--- config.mk ---
export PLATFORM = sky130hd
export DESIGN_NAME = mtr_boot_seq
export DESIGN_NICKNAME = d
export VERILOG_FILES = /design/src/rtl/mtr_boot_seq.sv
export SDC_FILE = /design/constraint.sdc
export NUM_CORES = 1
export LEC_CHECK = 0
export BUFFER_PORTS_ARGS = -buffer_cell sky130_fd_sc_hd__buf_2
export CAP_MARGIN = 20
export CORE_MARGIN = 2
export CORE_UTILIZATION = 50
export DETAILED_ROUTE_END_ITERATION = 12
export HOLD_SLACK_MARGIN = 0.02
export PLACE_DENSITY = 0.73
export SETUP_SLACK_MARGIN = 0.05
export SYNTH_ARGS = -nofsm -noshare
export SYNTH_HDL_FRONTEND = slang
export SYNTH_SLANG_ARGS = --single-unit
--- constraint.sdc ---
create_clock -name clk -period 3.9 [get_ports clk]
set_input_delay 0.195 -clock clk [delete_from_list [all_inputs] [get_ports clk]]
set_output_delay 0.195 -clock clk [all_outputs]
set_load 0.01 [all_outputs]
--- src/rtl/mtr_boot_seq.sv ---
module mtr_boot_seq #(
  parameter int WEN_WAIT   = 800000,
  parameter int CLOSE_WAIT = 8000000,
  parameter int NCOEF      = 8
) (
  input  logic                  clk,
  input  logic                  rst_n,
  input  logic                  tick,
  output logic                  req_valid,
  output logic                  req_write,
  output logic [7:0]            req_addr,
  output logic [15:0]           req_data,
  input  logic                  rsp_valid,
  input  logic [15:0]           rsp_data,
  output logic                  found,
  output logic                  failed,
  output logic [1:0]            fail_code,
  output logic [16*NCOEF-1:0]   coef
);
  localparam int SW     = 5;
  localparam int CIW    = (NCOEF > 1) ? $clog2(NCOEF) : 1;
  localparam int K_RST  = 0;
  localparam int K_ID   = 1;
  localparam int K_C0   = 2;
  localparam int K_DUM  = K_C0 + NCOEF;
  localparam int K_CHK  = K_DUM + 1;
  localparam int K_OPEN = K_CHK + 1;
  localparam int K_STAT = K_OPEN + 1;
  localparam int K_W0   = K_STAT + 1;
  localparam int K_W1   = K_W0 + 1;
  localparam int K_W2   = K_W1 + 1;
  localparam int K_CLS  = K_W2 + 1;

  typedef enum logic [2:0] {S_TICK, S_REQ, S_RSP, S_WAIT, S_DONE, S_FAIL} st_t;

  st_t           st;
  logic [SW-1:0] step;
  logic [31:0]   cnt, wlim;
  logic [15:0]   sum;
  logic [15:0]   coef_q [NCOEF];
  logic [CIW-1:0] cidx;

  assign cidx = CIW'(step - SW'(K_C0));

  always_comb begin
    req_write = 1'b0;
    req_data  = 16'h0000;
    req_addr  = 8'h00;
    if (int'(step) >= K_C0 && int'(step) < K_DUM) req_addr = 8'h70 + 8'(cidx);
    case (int'(step))
      K_RST:  begin req_write = 1'b1; req_addr = 8'hEA; req_data = 16'h0096; end
      K_DUM:  req_addr = 8'h6E;
      K_CHK:  req_addr = 8'h6F;
      K_OPEN: begin req_write = 1'b1; req_addr = 8'hEA; req_data = 16'h00E5; end
      K_STAT: req_addr = 8'h43;
      K_W0:   begin req_write = 1'b1; req_addr = 8'h00; req_data = 16'hFF04; end
      K_W1:   begin req_write = 1'b1; req_addr = 8'h01; req_data = 16'h1003; end
      K_W2:   begin req_write = 1'b1; req_addr = 8'h13; req_data = 16'h0FC1; end
      K_CLS:  begin req_write = 1'b1; req_addr = 8'hEA; req_data = 16'h00DC; end
      default: ;
    endcase
  end

  assign req_valid = (st == S_REQ);
  assign found     = (st == S_DONE);
  assign failed    = (st == S_FAIL);

  always_ff @(posedge clk or negedge rst_n) begin
    if (!rst_n) begin
      st        <= S_TICK;
      step      <= '0;
      cnt       <= '0;
      wlim      <= 32'd1;
      sum       <= 16'hFFFF;
      fail_code <= 2'd0;
      for (int i = 0; i < NCOEF; i++) coef_q[i] <= 16'h0000;
    end else begin
      case (st)
        S_TICK: if (tick) st <= S_REQ;
        S_REQ:  st <= S_RSP;
        S_WAIT: begin
          cnt <= cnt + 32'd1;
          if (cnt >= wlim - 32'd1) st <= S_REQ;
        end
        S_RSP: if (rsp_valid) begin
          if (int'(step) >= K_C0 && int'(step) < K_DUM) begin
            coef_q[cidx] <= rsp_data;
            sum <= sum + rsp_data;
          end
          if (int'(step) == K_ID && rsp_data != 16'h0A04) begin
            st <= S_FAIL; fail_code <= 2'd1;
          end else if (int'(step) == K_CHK && rsp_data != ~sum) begin
            st <= S_FAIL; fail_code <= 2'd2;
          end else if (int'(step) == K_STAT && !rsp_data[4]) begin
            st <= S_FAIL; fail_code <= 2'd3;
          end else begin
            step <= step + SW'(1);
            cnt  <= '0;
            case (int'(step))
              K_RST:  st <= S_TICK;
              K_OPEN: begin st <= S_WAIT; wlim <= 32'(WEN_WAIT); end
              K_W2:   begin st <= S_WAIT; wlim <= 32'(CLOSE_WAIT); end
              K_CLS:  st <= S_DONE;
              default: st <= S_REQ;
            endcase
          end
        end
        default: ;
      endcase
    end
  end

  for (genvar g = 0; g < NCOEF; g++) begin : g_coef
    assign coef[16*g +: 16] = coef_q[g];
  end

  p_single_req_r9: assert property (@(posedge clk) disable iff (!rst_n)
    req_valid |=> !req_valid);
  p_excl_r10: assert property (@(posedge clk) disable iff (!rst_n)
    !(found && failed));
  p_found_hold_r8: assert property (@(posedge clk) disable iff (!rst_n)
    found |=> found && !req_valid);
  p_fail_hold_r10: assert property (@(posedge clk) disable iff (!rst_n)
    failed |=> failed && !req_valid && $stable(fail_code));
  p_code_r10: assert property (@(posedge clk) disable iff (!rst_n)
    failed == (fail_code != 2'd0));
endmodule

==> metrics.txt <==
# TYPE chip_impl_metric gauge
chip_impl_info{name="critical_path_source_type",value="flop"} 1
chip_impl_metric{name="globalRoute.totalOverflow",unit=""} 0
chip_impl_metric{name="first_pass_iters",unit=""} 4
chip_impl_metric{name="timing.final.setup_violations",unit=""} 0
chip_impl_info{name="layout_common_cells",value="sky130_fd_sc_hd__buf_2 (176), sky130_fd_sc_hd__dfrtp_1 (173), sky130_fd_sc_hd__mux2_2 (120), sky130_fd_sc_hd__nand2_1 (68), sky130_fd_sc_hd__ha_1 (60)"} 1
chip_impl_metric{name="post_synth_instance_area",unit="µm²"} 9710
chip_impl_info{name="layout.cells.most_common",value="sky130_fd_sc_hd__buf_2"} 1
chip_impl_metric{name="cts_buffer_depth",unit=""} 2
chip_impl_metric{name="post_synth_and_or_nand_nor_area_fraction",unit=""} 0.114
chip_impl_metric{name="setup_slack",unit="ns"} 0.666
chip_impl_metric{name="hold_viol_final",unit=""} 0
chip_impl_metric{name="grt_antenna_before_repair",unit=""} 0
chip_impl_metric{name="max-vdd-ir-drop",unit="mV"} 0.432
chip_impl_metric{name="slew_headroom",unit=""} 0.418
chip_impl_metric{name="worstPathMaxFanout",unit=""} 29
chip_impl_info{name="status",value="finished clean"} 1
chip_impl_metric{name="power_density",unit="nW/µm²"} 758
chip_impl_metric{name="postSynthCellCount",unit=""} 874
chip_impl_metric{name="net_switching",unit="µW"} 3360
chip_impl_metric{name="die_width",unit="µm"} 143
chip_impl_metric{name="final_layout_size_suffix_gt1_frac",unit=""} 0.358
chip_impl_info{name="min_path_type",value="in2reg"} 1
chip_impl_metric{name="synthToLayoutAreaGrowth",unit="%"} 18.5
chip_impl_metric{name="setup_fix_buffers_added_after_clock_tree_synthesis",unit=""} 0
chip_impl_metric{name="seqPwrFrac",unit=""} 0.380
chip_impl_metric{name="synth.mux.area_fraction",unit=""} 0.143
chip_impl_metric{name="netSwitchingFraction",unit=""} 0.385
chip_impl_info{name="critical_path_class",value="reg2reg"} 1
chip_impl_metric{name="wl_per_cell",unit="µm"} 18.5
chip_impl_metric{name="power.static_leakage",unit="µW"} 0.00599
chip_impl_metric{name="tritoncts_num_sinks",unit=""} 190
chip_impl_metric{name="arr_time_crit_path",unit="ns"} 3.56
chip_impl_metric{name="clk_pwr_share",unit=""} 0.215
chip_impl_metric{name="worst-slew-pin-transition",unit="ns"} 0.870
chip_impl_metric{name="antennaDiodeCount",unit=""} 0
chip_impl_metric{name="placementRows",unit=""} 50
chip_impl_metric{name="start_util",unit=""} 0.514
chip_impl_metric{name="route.antenna.remaining_nets",unit=""} 0
chip_impl_metric{name="synthAdderAreaFrac",unit=""} 0.0794
chip_impl_metric{name="clk_latency",unit="ns"} 0.44
chip_impl_metric{name="grt_max_degree",unit=""} 105
chip_impl_metric{name="slew_violations",unit=""} 0
chip_impl_metric{name="final_period_minus_worst_setup_slack",unit="ns"} 3.23
chip_impl_info{name="synthFlopType",value="sky130_fd_sc_hd__dfrtp_1"} 1
chip_impl_metric{name="synth_area_per_cell",unit="µm²"} 11.1
chip_impl_metric{name="max_fclk",unit="MHz"} 309
chip_impl_metric{name="grt_pass1_vias",unit=""} 7187
chip_impl_metric{name="chipHeight",unit="µm"} 143
chip_impl_metric{name="detailroute.via_count",unit=""} 7174
chip_impl_info{name="cts_tree",value="done"} 1
chip_impl_metric{name="top_level_ports",unit=""} 178
chip_impl_metric{name="fin_hold_ws",unit="ns"} 0.0332
chip_impl_metric{name="drtIter0Drc",unit=""} 352
chip_impl_metric{name="place.port_buffers",unit=""} 177
chip_impl_metric{name="drc",unit=""} 0
chip_impl_metric{name="finalWeightedCongestion",unit=""} 0.879
chip_impl_metric{name="r2r_cells",unit=""} 9
chip_impl_metric{name="synthXorXnorAreaFrac",unit=""} 0.0307
chip_impl_info{name="rsz0062_at_grt",value="no"} 1
chip_impl_metric{name="via_per_inst",unit=""} 5.45
chip_impl_metric{name="worst_hold_path_depth",unit=""} 2
chip_impl_metric{name="nets",unit=""} 1125
chip_impl_metric{name="maximum_level_of_the_cts_h_tree",unit=""} 4
chip_impl_metric{name="synth-warning-count",unit=""} 0
chip_impl_metric{name="core_area",unit="µm²"} 18900
chip_impl_metric{name="finalWirelength",unit="mm"} 24.4
chip_impl_metric{name="postSynthNetCount",unit=""} 955
chip_impl_metric{name="finalClockSkew",unit="ns"} 0.0128
chip_impl_info{name="critical_path.endpoint_type",value="flop"} 1
chip_impl_metric{name="post-route-period-util",unit=""} 0.829
chip_impl_metric{name="synth_compound_area_frac",unit=""} 0.0991
chip_impl_info{name="combinational_family_with_the_most_area_after_synthesis",value="multiplexers"} 1
chip_impl_metric{name="postSynth.asyncResetShare",unit=""} 1.00
chip_impl_metric{name="internal_power",unit="µW"} 5370
chip_impl_metric{name="grt_first_pass_wirelength",unit="mm"} 39.0
chip_impl_metric{name="combinationalPowerShare",unit=""} 0.405
chip_impl_metric{name="place.detailed.hpwl",unit="mm"} 17.2
chip_impl_metric{name="ys_ff_latch",unit=""} 190
chip_impl_metric{name="cts.reportedPaths.clkPinSlew",unit="ns"} 0.08
chip_impl_metric{name="grt_use_total",unit=""} 0.247
chip_impl_metric{name="timing.max_cap.violations",unit=""} 0
chip_impl_metric{name="ys_types",unit=""} 57
chip_impl_info{name="cts-root-buf",value="sky130_fd_sc_hd__clkbuf_16"} 1
chip_impl_metric{name="timing.critical_path.required",unit="ns"} 4.23
chip_impl_metric{name="die_area",unit="µm²"} 20500
chip_impl_metric{name="tritoncts.num_buffers",unit=""} 17
chip_impl_metric{name="final.setup.tns",unit="ns"} 0
chip_impl_metric{name="dp_slack",unit="ns"} 0.612
chip_impl_metric{name="finish.utilization",unit=""} 0.609
chip_impl_metric{name="synth_edf_count",unit=""} 0
chip_impl_metric{name="synth.yosys.seq_area_share",unit=""} 0.492
[worst max-delay path, stage by stage, from the launching register on]
cell	delay [ns]
sky130_fd_sc_hd__dfrtp_1	0.55
sky130_fd_sc_hd__inv_1	0.17
sky130_fd_sc_hd__ha_1	0.24
sky130_fd_sc_hd__inv_1	0.06
sky130_fd_sc_hd__a211oi_1	0.07
sky130_fd_sc_hd__or4_1	0.51
sky130_fd_sc_hd__buf_4	0.23
sky130_fd_sc_hd__nor2_1	0.23
sky130_fd_sc_hd__nand2_1	0.56
sky130_fd_sc_hd__mux2_2	0.50
[metrics by stage]
stage / cell area (µm²) / power [µW] / cells
3_5_place_dp: 10800 / 6860 / 1284
4_1_cts: 11500 / 8780 / 1317
5_1_grt: 11500 / 9360 / 1317
2_1_floorplan: 9710 / 5580 / 874
3_3_place_gp: 10800 / 6750 / 1284
6_report: 11500 / 8720 / 1317
[worst paths after layout]
check	start	to	slack, ns
setup / recovery	step[2]$_DFFE_PN0P_	coef[77]$_DFFE_PN0P_	0.67
hold / removal	rsp_valid	st[2]$_DFFE_PN0P_	0.03
setup reg to reg	step[2]$_DFFE_PN0P_	coef[77]$_DFFE_PN0P_	0.67
hold reg to reg	sum[4]$_DFFE_PN1P_	sum[4]$_DFFE_PN1P_	0.48
max in group asynchronous	rst_n	sum[0]$_DFFE_PN1P_	2.44
min in group asynchronous	rst_n	coef[107]$_DFFE_PN0P_	0.42
[sequential cells by signal, indices dropped and copies added (netlist names)]
name,flops
cnt,32
coef,128
fail_code,2
st,3
step,5
sum,16
wlim,4
[cell usage after synthesis (17+ instances only)]
library cell               number  area (µm²)
sky130_fd_sc_hd__xnor2_1       26         228
sky130_fd_sc_hd__o21ai_0       50         250
sky130_fd_sc_hd__dfrtp_1      173        4330
sky130_fd_sc_hd__nand3_1       19        95.1
sky130_fd_sc_hd__a21oi_1       40         200
sky130_fd_sc_hd__clkbuf_1      26        97.6
sky130_fd_sc_hd__nor2_1        51         191
sky130_fd_sc_hd__inv_1         50         188
sky130_fd_sc_hd__dfstp_2       17         447
sky130_fd_sc_hd__ha_1          60         751
sky130_fd_sc_hd__nand2_1       68         255
sky130_fd_sc_hd__mux2_2       120        1350
[metal layers]
layer / track usage / wire length, µm
met1: 0.314 / 10300
met2: 0.411 / 12000
met3: 0.0756 / 1580
met4: 0.0686 / 470
met5: 0 / 0
[cell type report]
cell class / count / area [µm²]
inverter: 50 / 188
timing repair buffer: 192 / 1020
multi-input combinational: 593 / 4540
clock inverter: 14 / 218
tap: 260 / 325
fill: 1556 / 7390
clock buffer: 18 / 439
sequential: 190 / 4780
[power groups by stage]
| stage | clock, µW | sequential, µW | combinational (µW) |
|---|---|---|---|
| floorplan | 0 | 3400 | 2180 |
| global placement | 0 | 3300 | 3450 |
| detailed placement | 0 | 3330 | 3540 |
| CTS | 1910 | 3310 | 3570 |
| global route | 2000 | 3410 | 3960 |
| finish | 1870 | 3320 | 3530 |
[cell families (layout without fill, tap and decap cells)]
group                    count (synthesis)  count (layout)
AND/OR/NAND/NOR                        221             221
buffers and inverters                   91             274
XOR/XNOR                                34              34
adder cells (fa/ha/maj)                 61              61
multiplexers                           124             124
AO/OA/AOI/OAI                          153             153
flip-flops                             190             190
[repair_timing]
action,in CTS,in global routing
hold buffers,1,0
endpoints found under the hold margin,102,0
resized for setup,0,0
(Power assumes the default switching activity.)
